**config.mk**
```make
export PLATFORM = sky130hd
export DESIGN_NAME = cfg_bit_streamer
export DESIGN_NICKNAME = d
export VERILOG_FILES = /design/src/rtl/cfg_bit_streamer.sv
export SDC_FILE = /design/constraint.sdc
export NUM_CORES = 1
export LEC_CHECK = 0
export BUFFER_PORTS_ARGS = -buffer_cell sky130_fd_sc_hd__buf_2
export CORE_MARGIN = 4
export CORE_UTILIZATION = 30
export DETAILED_ROUTE_END_ITERATION = 16
export HOLD_SLACK_MARGIN = 0.02
export PLACE_DENSITY = 0.47
export SYNTH_ARGS = -nofsm -noshare
export SYNTH_HDL_FRONTEND = slang
export SYNTH_SLANG_ARGS = --single-unit
```
**constraint.sdc**
```tcl
create_clock -name clk -period 2.7 [get_ports clk]
set_input_delay 0.54 -clock clk [delete_from_list [all_inputs] [get_ports clk]]
set_output_delay 0.54 -clock clk [all_outputs]
set_load 0.01 [all_outputs]
```
**src/rtl/cfg_bit_streamer.sv**
```systemverilog
module cfg_bit_streamer #(
  parameter int ROWS = 16,
  parameter int COLS = 8,
  parameter int HALF = 2
) (
  input  logic                    clk,
  input  logic                    rst_n,
  input  logic                    wr_en,
  input  logic [$clog2(ROWS)-1:0] wr_row,
  input  logic [COLS-1:0]         wr_word,
  input  logic                    sel_n,
  input  logic                    oe,
  input  logic                    ext_dclk,
  output logic                    dclk_o,
  output logic                    data_o,
  output logic                    data_oe,
  output logic                    casc_n
);
  localparam int RW = $clog2(ROWS);
  localparam int CW = (COLS > 1) ? $clog2(COLS) : 1;
  localparam int DW = $clog2(HALF + 1);
  localparam logic [RW-1:0] ROW_LAST = RW'(ROWS - 1);
  localparam logic [CW-1:0] BIT_LAST = CW'(COLS - 1);
  localparam logic [DW-1:0] DIV_LAST = DW'(HALF - 1);

  logic [COLS-1:0] mem [ROWS];
  logic [RW-1:0]   row_q;
  logic [CW-1:0]   bit_q;
  logic [DW-1:0]   div_q;
  logic            done_q, lead_q, dclk_q, e1_q, e2_q;

  logic run, tick, adv, bit_tc, last;
  assign run    = oe & ~sel_n & ~done_q;
  assign tick   = run & lead_q & (div_q == DIV_LAST);
  assign adv    = (tick & dclk_q) | (run & ~lead_q & e2_q & ~e1_q);
  assign bit_tc = (bit_q == BIT_LAST);
  assign last   = bit_tc & (row_q == ROW_LAST);

  always_ff @(posedge clk)
    if (wr_en) mem[wr_row] <= wr_word;

  always_ff @(posedge clk or negedge rst_n)
    if (!rst_n) begin
      e1_q <= 1'b0;
      e2_q <= 1'b0;
    end else begin
      e1_q <= ext_dclk;
      e2_q <= e1_q;
    end

  always_ff @(posedge clk or negedge rst_n)
    if (!rst_n) begin
      row_q  <= '0;
      bit_q  <= '0;
      div_q  <= '0;
      done_q <= 1'b0;
      lead_q <= 1'b0;
      dclk_q <= 1'b0;
    end else if (!oe) begin
      row_q  <= '0;
      bit_q  <= '0;
      div_q  <= '0;
      done_q <= 1'b0;
      dclk_q <= 1'b0;
      lead_q <= ~sel_n;
    end else begin
      if (!run) begin
        div_q  <= '0;
        dclk_q <= 1'b0;
      end else if (lead_q) begin
        if (tick) begin
          div_q  <= '0;
          dclk_q <= ~dclk_q;
        end else begin
          div_q <= div_q + DW'(1);
        end
      end
      if (adv) begin
        if (last) done_q <= 1'b1;
        else if (bit_tc) begin
          bit_q <= '0;
          row_q <= row_q + RW'(1);
        end else begin
          bit_q <= bit_q + CW'(1);
        end
      end
    end

  assign data_oe = run;
  assign data_o  = run & mem[row_q][bit_q];
  assign casc_n  = ~done_q;
  assign dclk_o  = dclk_q;

  a_r2_oe_resets: assert property (@(posedge clk) disable iff (!rst_n)
    !oe |=> (casc_n && !dclk_o));

  a_r3_addr_holds: assert property (@(posedge clk) disable iff (!rst_n)
    (oe && sel_n) |=> (!oe || ($stable(row_q) && $stable(bit_q))));

  a_r6_data_steady_high: assert property (@(posedge clk) disable iff (!rst_n)
    ($past(dclk_o) && dclk_o && $past(data_oe) && data_oe && !$past(wr_en))
      |-> (data_o == $past(data_o)));

  a_r7_exhausted_sticky: assert property (@(posedge clk) disable iff (!rst_n)
    (oe && !casc_n) |=> !casc_n);

  a_r8_follower_no_clock: assert property (@(posedge clk) disable iff (!rst_n)
    !lead_q |-> !dclk_o);
endmodule

```
After elaboration in Yosys (flattened, before gate mapping):

Memories as Yosys holds them, arrays and structs flattened.
Index checks and enable logic that the tools add are counted.
Widths: inputs -> output; s select.

* output and inout port bits: 4
* RAM bits: 128
* bits of input ports: 18
* word-level logic and storage cells: 65
* memories: 1
* register bits after elaboration: 14

Memory list
* mem: words 16, bits a word 8, read ports 1, clocked after Yosys merged registers in 0, wr ports 1, line 26 `logic [COLS-1:0] mem [ROWS];`

* bitwise gates (word level): 16
* equality and inequality tests: 9
* order comparisons: 1
* reduce and logical (&&, ||, !) cells: 4
* add/sub/neg operators: 3
* muxes and demuxes: 23

Operators by type and width (count)
* $mux 4: 4
* $mux 3: 4
* $and 1x1->1: 10
* $mux 1: 10
* $mux 2: 4
* $ne 2x1->1 const B: 3
* $reduce_and 2->1: 3
* $not 1->1: 5
* $add 4x1->4 const B: 1
* $eq 4x4->1 const B: 1
* $lt 3x4->1 const B: 1
* $add 3x1->3 const B: 1
* $bmux 1 s3: 1
* $eq 3x3->1 const B: 1
* $ne 3x2->1 const B: 1
* $ne 3x3->1 const B: 1
* $reduce_and 3->1: 1
* $add 2x1->2 const B: 1
* $eq 2x1->1 const B: 1
* $ne 2x2->1 const B: 1
* $or 1x1->1: 1

Longest topological paths before layout:

Gate-level depths: netlist of the first run.

* depth in word-level cells: 9
* gate-level depth with buffers: 10
* gate-level depth less buffers: 8

Worst setup path after synthesis of the first run:

No wires, ideal clock.

* path kind: register -> output
* start: register row_q[0]
* end: output data_o
* data arrival time: 1.801 ns
* stages on the path, launching flop included: 9
* required time: 2.160 ns
* path slack: 0.359 ns
* cell sequence: dfrtp_1 buf_6 buf_12 buf_6 mux4_2 a22oi_1 a31oi_1 o22ai_1 o22ai_1

* cells in the longest elaborated chain, start to end: 4

Ends and longest elaborated chain
* start, declared: line 27 `logic [RW-1:0] row_q;`
* start signal, assigned: line 82 `row_q <= row_q + RW'(1);`
* $mem_v2 16x8
* $bmux 1 s3: line 90 `assign data_o = run & mem[row_q][bit_q];`
* $mux 1 (implied by the code): line 90
* $and 1x1->1: line 90
* end, declared: line 15 `output logic data_o,`

No other way between the ends. The select of a mux whose other input is x is not followed.

Final worst setup path of the first run:

Same ends and word-level chain as after synthesis.

==> summary.txt, run 1 <==
Setup path
  – Worst Setup Path Type: reg2out
  – Worst r2r path cells: 7
  – CP Launch Type: flop
  – CP startpoint: row_q[0]$_DFFE_PN0P_
  – Crit path DAT: ~2.5 ns
  – RR Endpoint: row_q[3]$_DFFE_PN0P_
  – CP Capture Point: data_o
  – Register-to-Register Setup Slack: 0.51 ns
  – Reg2reg start: bit_q[1]$_DFFE_PN0P_
  – CP endpoint kind: output pin
  – Max Fanout on Critical Path: 5
  – WP data required: between 2 and 2.5 ns

Route
  – Vias post-DR: 3040
  – Starting DRT DRC Count: approximately 150
  – Pre-antenna DRT Iters: 4
  – Final ANT Viol Nets: 0
  – Vias per inst: 4.68
  – # DRC: 0
  – Wire per inst: roughly 19 um
  – Final WL: around 12000 um

CTS
  – Clock root buffer: clkbuf_16
  – Num CTS Buffers: 17
  – Clock tree buffer depth: 2
  – CTS tree: yes
  – Clock transition at the registers of the reported paths: 0.06 ns
  – # hold bufs at CTS: 0
  – Htree depth: 4
  – Latest clock arrival within the worst-skew pair: 0.41 ns
  – Sink Count: around 140

Die
  – Rows: 50
  – Io pins: 22
  – Starting density of the core: 0.307
  – Die width: 147 um
  – Die Y-Extent: 147 um
  – Area of the core: 0.0188 sq mm
  – Die ar.: 0.0216 sq mm

STA
  – PnR worst setup slack: -0.358 ns
  – Final Skew: 0.00614 ns
  – Relative slew slack: 0.459
  – Min Tclk post-route: 3.06 ns
  – Period utilisation layout: 1.13
  – RSZ-0062 raised after global routing: yes
  – Fin. max-slew vios: 0
  – Worst-Margin Slew: 0.809 ns
  – Highest clock rate: 327 MHz
  – # setup viols final: 1
  – Final Hold Viols: 0

Global routing
  – Largest net degree at the start of global routing: 26
  – Gr usage total: 0.118
  – Initial antenna violation count: 1
  – GRT overflow: 0
  – First-pass GRT wire length: 18700 um
  – Number of global-route vias before repair: 3207

Run status
  – Violated checks: setup timing
  – Status: finished, violations left

Synth
  – Register area share after synthesis: 0.725
  – Synth top cells by count: edfxtp_1, nor2_1, mux2i_1
  – Post-synthesis net count: 339
  – Synth Area in XOR/XNOR: 0.00757
  – Async set-reset flop share out of synthesis: 0.0986
  – Compound-Gate Fraction of Synth Area: 0.0346
  – Post-synth top area share: 0.664
  – Post-Synth Simple-Gate Area: 0.0688
  – Largest family of logic cells by synthesized area: multiplexers
  – Post-synthesis adder-cell area fraction: 0.00649
  – Top post-synthesis cells by area: edfxtp_1, mux4_2, dfrtp_1, mux2i_1, mux4_1
  – Synth Area per Inst: 18.2 sq um
  – Top-count cell post-synth: edfxtp_1
  – Synth Instances: 318
  – #FFs+latches synth: 142
  – Ys Warns: 0
  – Synth area leader: edfxtp_1
  – Synthesized area: 0.00579 sq mm
  – Number of flops mapped to enable cells by yosys: 128
  – Mux contribution to synthesized area: 0.137
  – Primary FF master, synth: edfxtp_1
  – Cell variety after synth: 43

Finish
  – Fillers: 1763
  – Antenna Cells: 0
  – Fin cells: 650
  – Share of cells above drive strength 1: 0.321
  – Multi-input logic area: 0.00155 sq mm
  – Nets: 399
  – Syn-to-layout area delta: 22.3%
  – Register area: 0.00420 sq mm

Pwr
  – Peak supply drop: 433 uV
  – Leakage power: 2.34 nW
  – Pwr/cell area: 671 mW/mm^2

Placed design
  – Port Buffer Count: 21
  – Pre-CTS setup slack: -0.163 ns
  – Dpl hpwl: 8250 um
  – DP Cell Count: 612
  – RePlAce Congestion: 0.794

Worst hold path
  – Worst hold-check path type: in2async

Job
  – Max-Cap Viols: 0
-- layout make-up --
type,instances,share of cell area
sequential,142,0.593
multi-input combinational,158,0.219
timing repair buffer,55,0.0633
clock buffer,17,0.0601
tap,260,0.0460
clock inverter,14,0.0168
inverter,4,0.00212
-- power by group --
group | switching (mW) | internal (mW) | total [mW]
Combinational | 0.0923 | 0.0526 | 0.145
Clock | 0.878 | 1.26 | 2.14
Sequential | 0.0229 | 2.44 | 2.47
-- critical path, cell delays in order, from the launching register on --
cell and delay, ns:
dfrtp_2 0.39, buf_6 0.12, buf_12 0.12, mux4_2 0.49, mux2_4 0.27, o21ai_2 0.12
a21oi_2 0.07, o22ai_2 0.25, o22ai_1 0.13, buf_2 0.15
-- layer usage --
layer  global-route usage  up-vias  routed length (um)
li1                     -     1398                   -
met1                0.155     1566                5390
met2                0.186       59                5950
met3               0.0342       15                 552
met4               0.0484        2                 216
met5                    0        -                   9
-- stage by stage --
| step | hold slack (ns) | utilization | TNS (ns) | total power, mW | area [sq um] |
|---|---|---|---|---|---|
| 2_1_floorplan | 0.244 | - | 0 | 2.57 | 5790 |
| 3_3_place_gp | 0.369 | 0.338 | -0.149 | 2.65 | 6360 |
| 3_5_place_dp | 0.372 | 0.338 | -0.163 | 2.65 | 6360 |
| 4_1_cts | 0.0228 | 0.374 | -0.368 | 4.81 | 7040 |
| 5_1_grt | 0.0328 | 0.376 | -0.471 | 4.93 | 7080 |
| 6_report | 0.0250 | 0.376 | -0.358 | 4.75 | 7080 |
-- cell families after synthesis --
logic type	after synthesis
AO/OA/AOI/OAI	28
multiplexers	46
buffers and inverters	18
adder cells (fa/ha/maj)	3
flip-flops	142
XOR/XNOR	5
AND/OR/NAND/NOR	76
-- cell usage in the layout, fill, tap and decap left out, types with 8 or more instances in the layout --
cell and count:
mux2i_1 18, mux4_2 20, edfxtp_1 128, nand3_1 8, buf_4 26, clkbuf_16 18
nor3_1 10, nor2_1 22, buf_2 21, dfrtp_1 13
-- state kept, by name, indices dropped and copies added, names as in the netlist --
| register | flops |
|---|---|
| e2_q | 1 |
| lead_q | 1 |
| row_q | 4 |
| e1_q | 1 |
| dclk_o | 1 |
| div_q | 2 |
| done_q | 1 |
| bit_q | 3 |
| mem | 128 |
-- worst min path at each step --
stage / to / cells past startpoint
CTS: done_q$_DFFE_PN0P_ / 1
floorplan: bit_q[0]$_DFFE_PN0P_ / 0
detailed placement: e2_q$_DFF_PN0_ / 0
global route: done_q$_DFFE_PN0P_ / 1
global placement: e2_q$_DFF_PN0_ / 0
finish: done_q$_DFFE_PN0P_ / 1
-- what timing repair did --
item / in CTS / in global routing
pin swaps: 6 / 3
cloned: 0 / 1
gates resized for setup: 19 / 4
setup buffers: 6 / 0
setup endpoints to repair: 1 / 1
(Power assumes the default switching activity.)
==> inputs of run 2 (changes only) <==
--- a/config.mk
+++ b/config.mk
@@ -7,10 +7,10 @@
 export LEC_CHECK = 0
 export BUFFER_PORTS_ARGS = -buffer_cell sky130_fd_sc_hd__buf_2
 export CORE_MARGIN = 4
-export CORE_UTILIZATION = 30
+export CORE_UTILIZATION = 40
 export DETAILED_ROUTE_END_ITERATION = 16
 export HOLD_SLACK_MARGIN = 0.02
-export PLACE_DENSITY = 0.47
+export PLACE_DENSITY = 0.58
 export SYNTH_ARGS = -nofsm -noshare
 export SYNTH_HDL_FRONTEND = slang
 export SYNTH_SLANG_ARGS = --single-unit
==> summary.txt, run 2 (synthesized netlist as in run 1, its figures left out) <==
Run status
  – Status: finished, violations left (unchanged)
  – Violated checks: setup timing (unchanged)

Pwr
  – Net switching power: 0.954 mW (was 0.993 mW)
  – Gate power share: 0.028 (was 0.031)
  – Clk network pwr share: 0.484 (was 0.450)
  – Peak supply drop: 451 uV (was 433 uV)
  – Leakage power: 2.36 nW (was 2.34 nW)
  – Pwr/cell area: 725 mW/mm^2 (was 671 mW/mm^2)
  – Sequential Power Share: 0.489 (was 0.520)
  – P_int: 4.10 mW (was 3.76 mW)
  – Total power: 5.05 mW (was 4.75 mW)
  – Sw Ratio: 0.189 (was 0.209)

Setup path
  – Max Fanout on Critical Path: 6 (was 5)
  – CP Launch Type: flop (unchanged)
  – WP data required: 2.16 ns (about the same)
  – RR Endpoint: row_q[2]$_DFFE_PN0P_ (was row_q[3]$_DFFE_PN0P_)
  – CP endpoint kind: output pin (unchanged)
  – Crit path DAT: 2.50 ns (was 2.52 ns)
  – Worst Setup Path Type: reg2out (unchanged)
  – Crit path max-delay family: multiplexers (unchanged)
  – Worst r2r path cells: 8 (was 7)
  – Critical-path top delay cell: mux4_2 (unchanged)
  – Reg2reg start: row_q[0]$_DFFE_PN0P_ (was bit_q[1]$_DFFE_PN0P_)
  – Critical path cell sequence: buf_12 > buf_12 > mux4_2 > mux2_4 > o21ai_2 > a21oi_1 > o22ai_1 > o22ai_1 > buf_2 (was buf_6 > buf_12 > mux4_2 > mux2_4 > o21ai_2 > a21oi_2 > o22ai_2 > o22ai_1 > buf_2)
  – Register-to-Register Setup Slack: 0.48 ns (was 0.51 ns)
  – Largest stage delay, worst path: 0.50 ns (was 0.49 ns)
  – Buffer and inverter count on the worst path: 3 (unchanged)

CTS
  – CTS tree: yes (unchanged)
  – Num CTS Buffers: 17 (unchanged)
  – Latest clock arrival within the worst-skew pair: 0.41 ns (about the same)
  – Htree depth: 4 (unchanged)
  – Clock transition at the registers of the reported paths: 0.06 ns (about the same)
  – Clock root buffer: clkbuf_16 (unchanged)
  – Clock tree buffer depth: 2 (unchanged)
  – Sink Count: 142 (unchanged)

STA
  – Highest clock rate: 329 MHz (was 327 MHz)
  – Min Tclk post-route: 3.04 ns (was 3.06 ns)
  – Final Hold Viols: 0 (unchanged)
  – Worst-Margin Slew: 0.468 ns (was 0.809 ns)
  – Fin. max-slew vios: 0 (unchanged)
  – Relative slew slack: 0.688 (was 0.459)
  – Hold Worst Slack: 0.241 ns (was 0.0250 ns)
  – Final Skew: 0.00449 ns (was 0.00614 ns)
  – RSZ-0062 raised after global routing: yes (unchanged)
  – Period utilisation layout: 1.13 (about the same)
  – # setup viols final: 1 (unchanged)
  – PnR worst setup slack: -0.340 ns (was -0.358 ns)

Finish
  – Antenna Cells: 0 (unchanged)
  – Most common cell after layout, fill and taps aside: edfxtp_1 (unchanged)
  – Share of cells above drive strength 1: 0.286 (was 0.321)
  – Largest regs: mem (128), row_q (4), bit_q (3) (unchanged)
  – Nets: 400 (was 399)
  – Most flop-heavy register: mem (unchanged)
  – Fin area: 0.00697 sq mm (was 0.00708 sq mm)
  – Highest-count cells in the layout ignoring fill and taps: edfxtp_1, buf_4, nor2_1 (unchanged)
  – Syn-to-layout area delta: 20.4% (was 22.3%)
  – Number of flip-flops in the largest register: 128 (unchanged)

Placed design
  – Dpl cell area: 0.00627 sq mm (was 0.00636 sq mm)
  – Port Buffer Count: 21 (unchanged)
  – RePlAce Congestion: 0.816 (was 0.794)
  – Dpl hpwl: 7870 um (was 8250 um)

Die
  – Starting density of the core: 0.412 (was 0.307)
  – Die width: 128 um (was 147 um)
  – Area of the core: 0.0140 sq mm (was 0.0188 sq mm)
  – Die ar.: 0.0165 sq mm (was 0.0216 sq mm)
  – Die Y-Extent: 128 um (was 147 um)
  – Io pins: 22 (unchanged)
  – Rows: 43 (was 50)

Global routing
  – Gr usage total: 0.154 (was 0.118)
  – Number of global-route vias before repair: 3234 (was 3207)
  – Largest net degree at the start of global routing: 17 (was 26)
  – First-pass GRT wire length: 18300 um (was 18700 um)
  – GRT overflow: 0 (unchanged)
  – Initial antenna violation count: 0 (was 1)

Route
  – Final ANT Viol Nets: 0 (unchanged)
  – Starting DRT DRC Count: 278 (was 153)
  – Vias per inst: 5.35 (was 4.68)
  – Wire per inst: 20.5 um (was 18.7 um)
  – Pre-antenna DRT Iters: 5 (was 4)
  – Vias post-DR: 3063 (was 3040)
  – # DRC: 0 (unchanged)
  – Final WL: 11700 um (was 12100 um)

Job
  – Max-Cap Viols: 0 (unchanged)

Worst hold path
  – Hold worst-path end: e1_q$_DFF_PN0_
  – Hold depth: 1
  – Worst hold start: ext_dclk
  – Worst hold-check path type: in2reg (was in2async)
==> run 2: changes by cell type in the layout (fill, tap and decap cells not counted), moves of 2 or more <==
cell       before  now
bufinv_16       1    4
buf_12          5    3
inv_6           3    1
clkbuf_1        0    4
clkbuf_8        0    2
a2111oi_2       0    2
a22oi_1         1    4
clkinv_2        5    1
mux4_1          4    7
buf_4          26   30
o22ai_2         3    1
a22oi_2         3    0
mux4_2         20   17
o22ai_1         4    6
==> run 2: final cells by class <==
type                       instances  area (sq um)
fill                            1167          7070
clock buffer                      23           468
sequential                       142          4200
multi-input combinational        158          1490
clock inverter                     9           159
inverter                           4          15.0
tap                              180           225
timing repair buffer              56           412
==> run 2: metrics by stage <==
step                instances  TNS, ns  utilization  setup slack [ns]
finish                    572   -0.340        0.496            -0.340
global placement          536  -0.0482        0.446           -0.0482
detailed placement        536  -0.0459        0.446           -0.0459
floorplan                 318        0            -             0.359
CTS                       572   -0.363        0.496            -0.363
global route              572   -0.459        0.496            -0.459
==> run 2: power by group through the flow <==
stage / Clock [mW] / Sequential [mW] / Combinational [mW]
floorplan: 0 / 2.50 / 0.0656
global placement: 0 / 2.51 / 0.135
detailed placement: 0 / 2.51 / 0.141
CTS: 2.49 / 2.47 / 0.143
global route: 2.61 / 2.47 / 0.156
finish: 2.44 / 2.47 / 0.141
==> run 2: repair_timing <==
action                                 CTS  global route
setup endpoints to repair                1             1
setup buffers                            3             0
endpoints found under the hold margin    9             0
gates resized for setup                  6             2
hold buffers                             1             0
pin swaps                                1             0
==> run 2: worst max-delay path by stage <==
stage | startpoint | end | slack, ns | cells past startpoint
after CTS | row_q[0]$_DFFE_PN0P_ | data_o | -0.36 | 9
after global placement | row_q[0]$_DFFE_PN0P_ | data_o | -0.05 | 7
after detailed placement | row_q[0]$_DFFE_PN0P_ | data_o | -0.05 | 7
final | row_q[0]$_DFFE_PN0P_ | data_o | -0.34 | 9
after global routing | row_q[0]$_DFFE_PN0P_ | data_o | -0.46 | 8
after floorplan | row_q[0]$_DFFE_PN0P_ | data_o | 0.36 | 8
==> run 2: layer usage <==
| layer | vias to the layer above | share of wire | global-route usage |
|---|---|---|---|
| met5 | - | 0 | 0 |
| met2 | 82 | 0.49 | 0.242 |
| met4 | 0 | 0.017 | 0.0531 |
| li1 | 1399 | - | - |
| met1 | 1568 | 0.44 | 0.203 |
| met3 | 14 | 0.051 | 0.0471 |
==> inputs of run 3 (changes only) <==
==> constraint.sdc (replaced) <==
create_clock -name clk -period 3.5 [get_ports clk]
set_input_delay 0.7 -clock clk [delete_from_list [all_inputs] [get_ports clk]]
set_output_delay 0.7 -clock clk [all_outputs]
set_load 0.01 [all_outputs]
==> summary.txt, run 3 (synthesized netlist as in run 1, its figures left out) <==
Route
  – Final ANT Viol Nets: 0 (unchanged)
  – Vias post-DR: 2984 (was 3063)
  – Final WL: 11500 um (was 11700 um)
  – Vias per inst: 5.39 (was 5.35)
  – Starting DRT DRC Count: 204 (was 278)
  – Pre-antenna DRT Iters: 4 (was 5)
  – # DRC: 0 (unchanged)
  – Wire per inst: 20.7 um (was 20.5 um)

Setup path
  – Worst r2r path cells: 7 (was 8)
  – Worst Setup Path Type: reg2out (unchanged)
  – Critical path cell sequence: buf_4 > buf_4 > mux4_2 > a22oi_1 > a31oi_1 > o22ai_2 > o22ai_1 > buf_2 (was buf_12 > buf_12 > mux4_2 > mux2_4 > o21ai_2 > a21oi_1 > o22ai_1 > o22ai_1 > buf_2)
  – Crit path max-delay family: compound AO/OA/AOI/OAI gates (was multiplexers)
  – Critical-path top delay cell: dfrtp_4 (was mux4_2)
  – Most Frequent Cell on Critical Path: buf_4
  – WP data required: 2.80 ns (was 2.16 ns)
  – Buffer and inverter count on the worst path: 3 (unchanged)
  – RR Endpoint: row_q[3]$_DFFE_PN0P_ (was row_q[2]$_DFFE_PN0P_)
  – Crit path DAT: 2.67 ns (was 2.50 ns)
  – Reg2reg start: row_q[0]$_DFFE_PN0P_ (unchanged)
  – CP Launch Type: flop (unchanged)
  – Max Fanout on Critical Path: 11 (was 6)
  – Largest stage delay, worst path: 0.53 ns (was 0.50 ns)
  – CP endpoint kind: output pin (unchanged)
  – Register-to-Register Setup Slack: 1.29 ns (was 0.48 ns)

Job
  – Max-Cap Viols: 0 (unchanged)

Pwr
  – Clk network pwr share: 0.484 (about the same)
  – Net switching power: 0.768 mW (was 0.954 mW)
  – Gate power share: 0.026 (was 0.028)
  – P_int: 3.12 mW (was 4.10 mW)
  – Leakage power: 2.24 nW (was 2.36 nW)
  – Sequential Power Share: 0.490 (was 0.489)
  – Pwr/cell area: 575 mW/mm^2 (was 725 mW/mm^2)
  – Peak supply drop: 344 uV (was 451 uV)
  – Sw Ratio: 0.198 (was 0.189)

CTS
  – Clock transition at the registers of the reported paths: 0.06 ns (about the same)
  – Clock root buffer: clkbuf_16 (unchanged)
  – Latest clock arrival within the worst-skew pair: 0.42 ns (was 0.41 ns)
  – Htree depth: 4 (unchanged)
  – CTS tree: yes (unchanged)
  – Sink Count: 142 (unchanged)
  – Num CTS Buffers: 17 (unchanged)
  – Clock tree buffer depth: 2 (unchanged)

Finish
  – Share of cells above drive strength 1: 0.249 (was 0.286)
  – Number of flip-flops in the largest register: 128 (unchanged)
  – Register area: 0.00420 sq mm (about the same)
  – Most flop-heavy register: mem (unchanged)
  – Most common cell after layout, fill and taps aside: edfxtp_1 (unchanged)
  – Largest regs: mem (128), row_q (4), bit_q (3) (unchanged)
  – Highest-count cells in the layout ignoring fill and taps: edfxtp_1, nor2_1, buf_2 (was edfxtp_1, buf_4, nor2_1)
  – Multi-input logic area: 0.00147 sq mm (was 0.00149 sq mm)
  – Antenna Cells: 0 (unchanged)
  – Syn-to-layout area delta: 16.9% (was 20.4%)
  – Fillers: 1162 (was 1167)
  – Nets: 382 (was 400)

Die
  – Io pins: 22 (unchanged)
  – Area of the core: 0.0140 sq mm (unchanged)
  – Die ar.: 0.0165 sq mm (unchanged)
  – Die Y-Extent: 128 um (unchanged)
  – Rows: 43 (unchanged)
  – Die width: 128 um (unchanged)
  – Starting density of the core: 0.412 (unchanged)

Global routing
  – Largest net degree at the start of global routing: 20 (was 17)
  – Initial antenna violation count: 0 (unchanged)
  – Number of global-route vias before repair: 3146 (was 3234)
  – Gr usage total: 0.151 (was 0.154)
  – GRT overflow: 0 (unchanged)
  – First-pass GRT wire length: 18100 um (was 18300 um)

STA
  – RSZ-0062 raised after global routing: no (was yes)
  – Setup TNS: 0 ns (was -0.340 ns)
  – Highest clock rate: roughly 300 MHz
  – Final Hold Viols: 0 (unchanged)
  – Min Tclk post-route: 3.37 ns
  – # setup viols final: 0 (was 1)
  – Hold Worst Slack: 0.183 ns (was 0.241 ns)
  – Fin. max-slew vios: 0 (unchanged)
  – Relative slew slack: 0.381 (was 0.688)
  – Period utilisation layout: 0.962
  – Final Skew: 0.00442 ns (was 0.00449 ns)
  – Worst-Margin Slew: 0.924 ns (was 0.468 ns)

Placed design
  – Dpl hpwl: 7480 um (was 7870 um)
  – RePlAce Congestion: 0.824 (was 0.816)
  – Port Buffer Count: 21 (unchanged)

Worst hold path
  – Worst hold-check path type: in2async (was in2reg)

Run status
  – Status: completed (was finished, violations left)
==> run 3: worst max path at each step <==
stage                                     from      to  slack (ns)  cells after the start
after CTS                 row_q[1]$_DFFE_PN0P_  data_o        0.01                      7
after global routing      row_q[0]$_DFFE_PN0P_  data_o        0.02                      7
final                     row_q[0]$_DFFE_PN0P_  data_o        0.13                      8
after global placement    row_q[1]$_DFFE_PN0P_  data_o        0.39                      8
after floorplan           row_q[0]$_DFFE_PN0P_  data_o         1.0                      8
after detailed placement  row_q[0]$_DFFE_PN0P_  data_o        0.40                      7
==> run 3: cell type report <==
type | instances | area share
clock buffers | 19 | 0.0640
clock inverters | 13 | 0.0278
inverters | 4 | 0.00222
multi-input cells | 158 | 0.217
flip-flops and latches | 142 | 0.621
well taps | 180 | 0.0333
repair buffers | 38 | 0.0344
==> run 3: per-stage QoR <==
step	power, mW	worst slack [ns]	utilization	cell area, sq um	cells
detailed placement	2.04	0.400	0.433	6090	515
global placement	2.04	0.395	0.433	6090	515
CTS	3.92	0.0100	0.478	6710	547
global route	4.02	0.0209	0.482	6760	554
floorplan	1.98	0.999	-	5790	318
finish	3.89	0.133	0.482	6760	554
==> run 3: what timing repair did <==
action	in CTS	in global routing
gates cloned	0	0
endpoints found under the setup margin	1	1
buffers inserted	0	7
hold buffers	0	0
resized for setup	1	1
==> run 3: metal layers <==
metal / global-route usage / wire [um] / part of all wire / vias up
li1: - / - / - / 1367
met1: 0.200 / 5130 / 0.45 / 1559
met2: 0.239 / 5720 / 0.50 / 51
met3: 0.0496 / 517 / 0.045 / 7
met4: 0.0468 / 92 / 0.0080 / 0
met5: 0 / 0 / 0 / -
==> run 3: power groups by stage <==
stage	logic [mW]	clock network, mW	registers [mW]
after floorplan	0.0506	0	1.93
after global placement	0.0999	0	1.94
after global routing	0.114	2.00	1.91
after CTS	0.104	1.91	1.90
after detailed placement	0.104	0	1.94
final	0.103	1.88	1.90
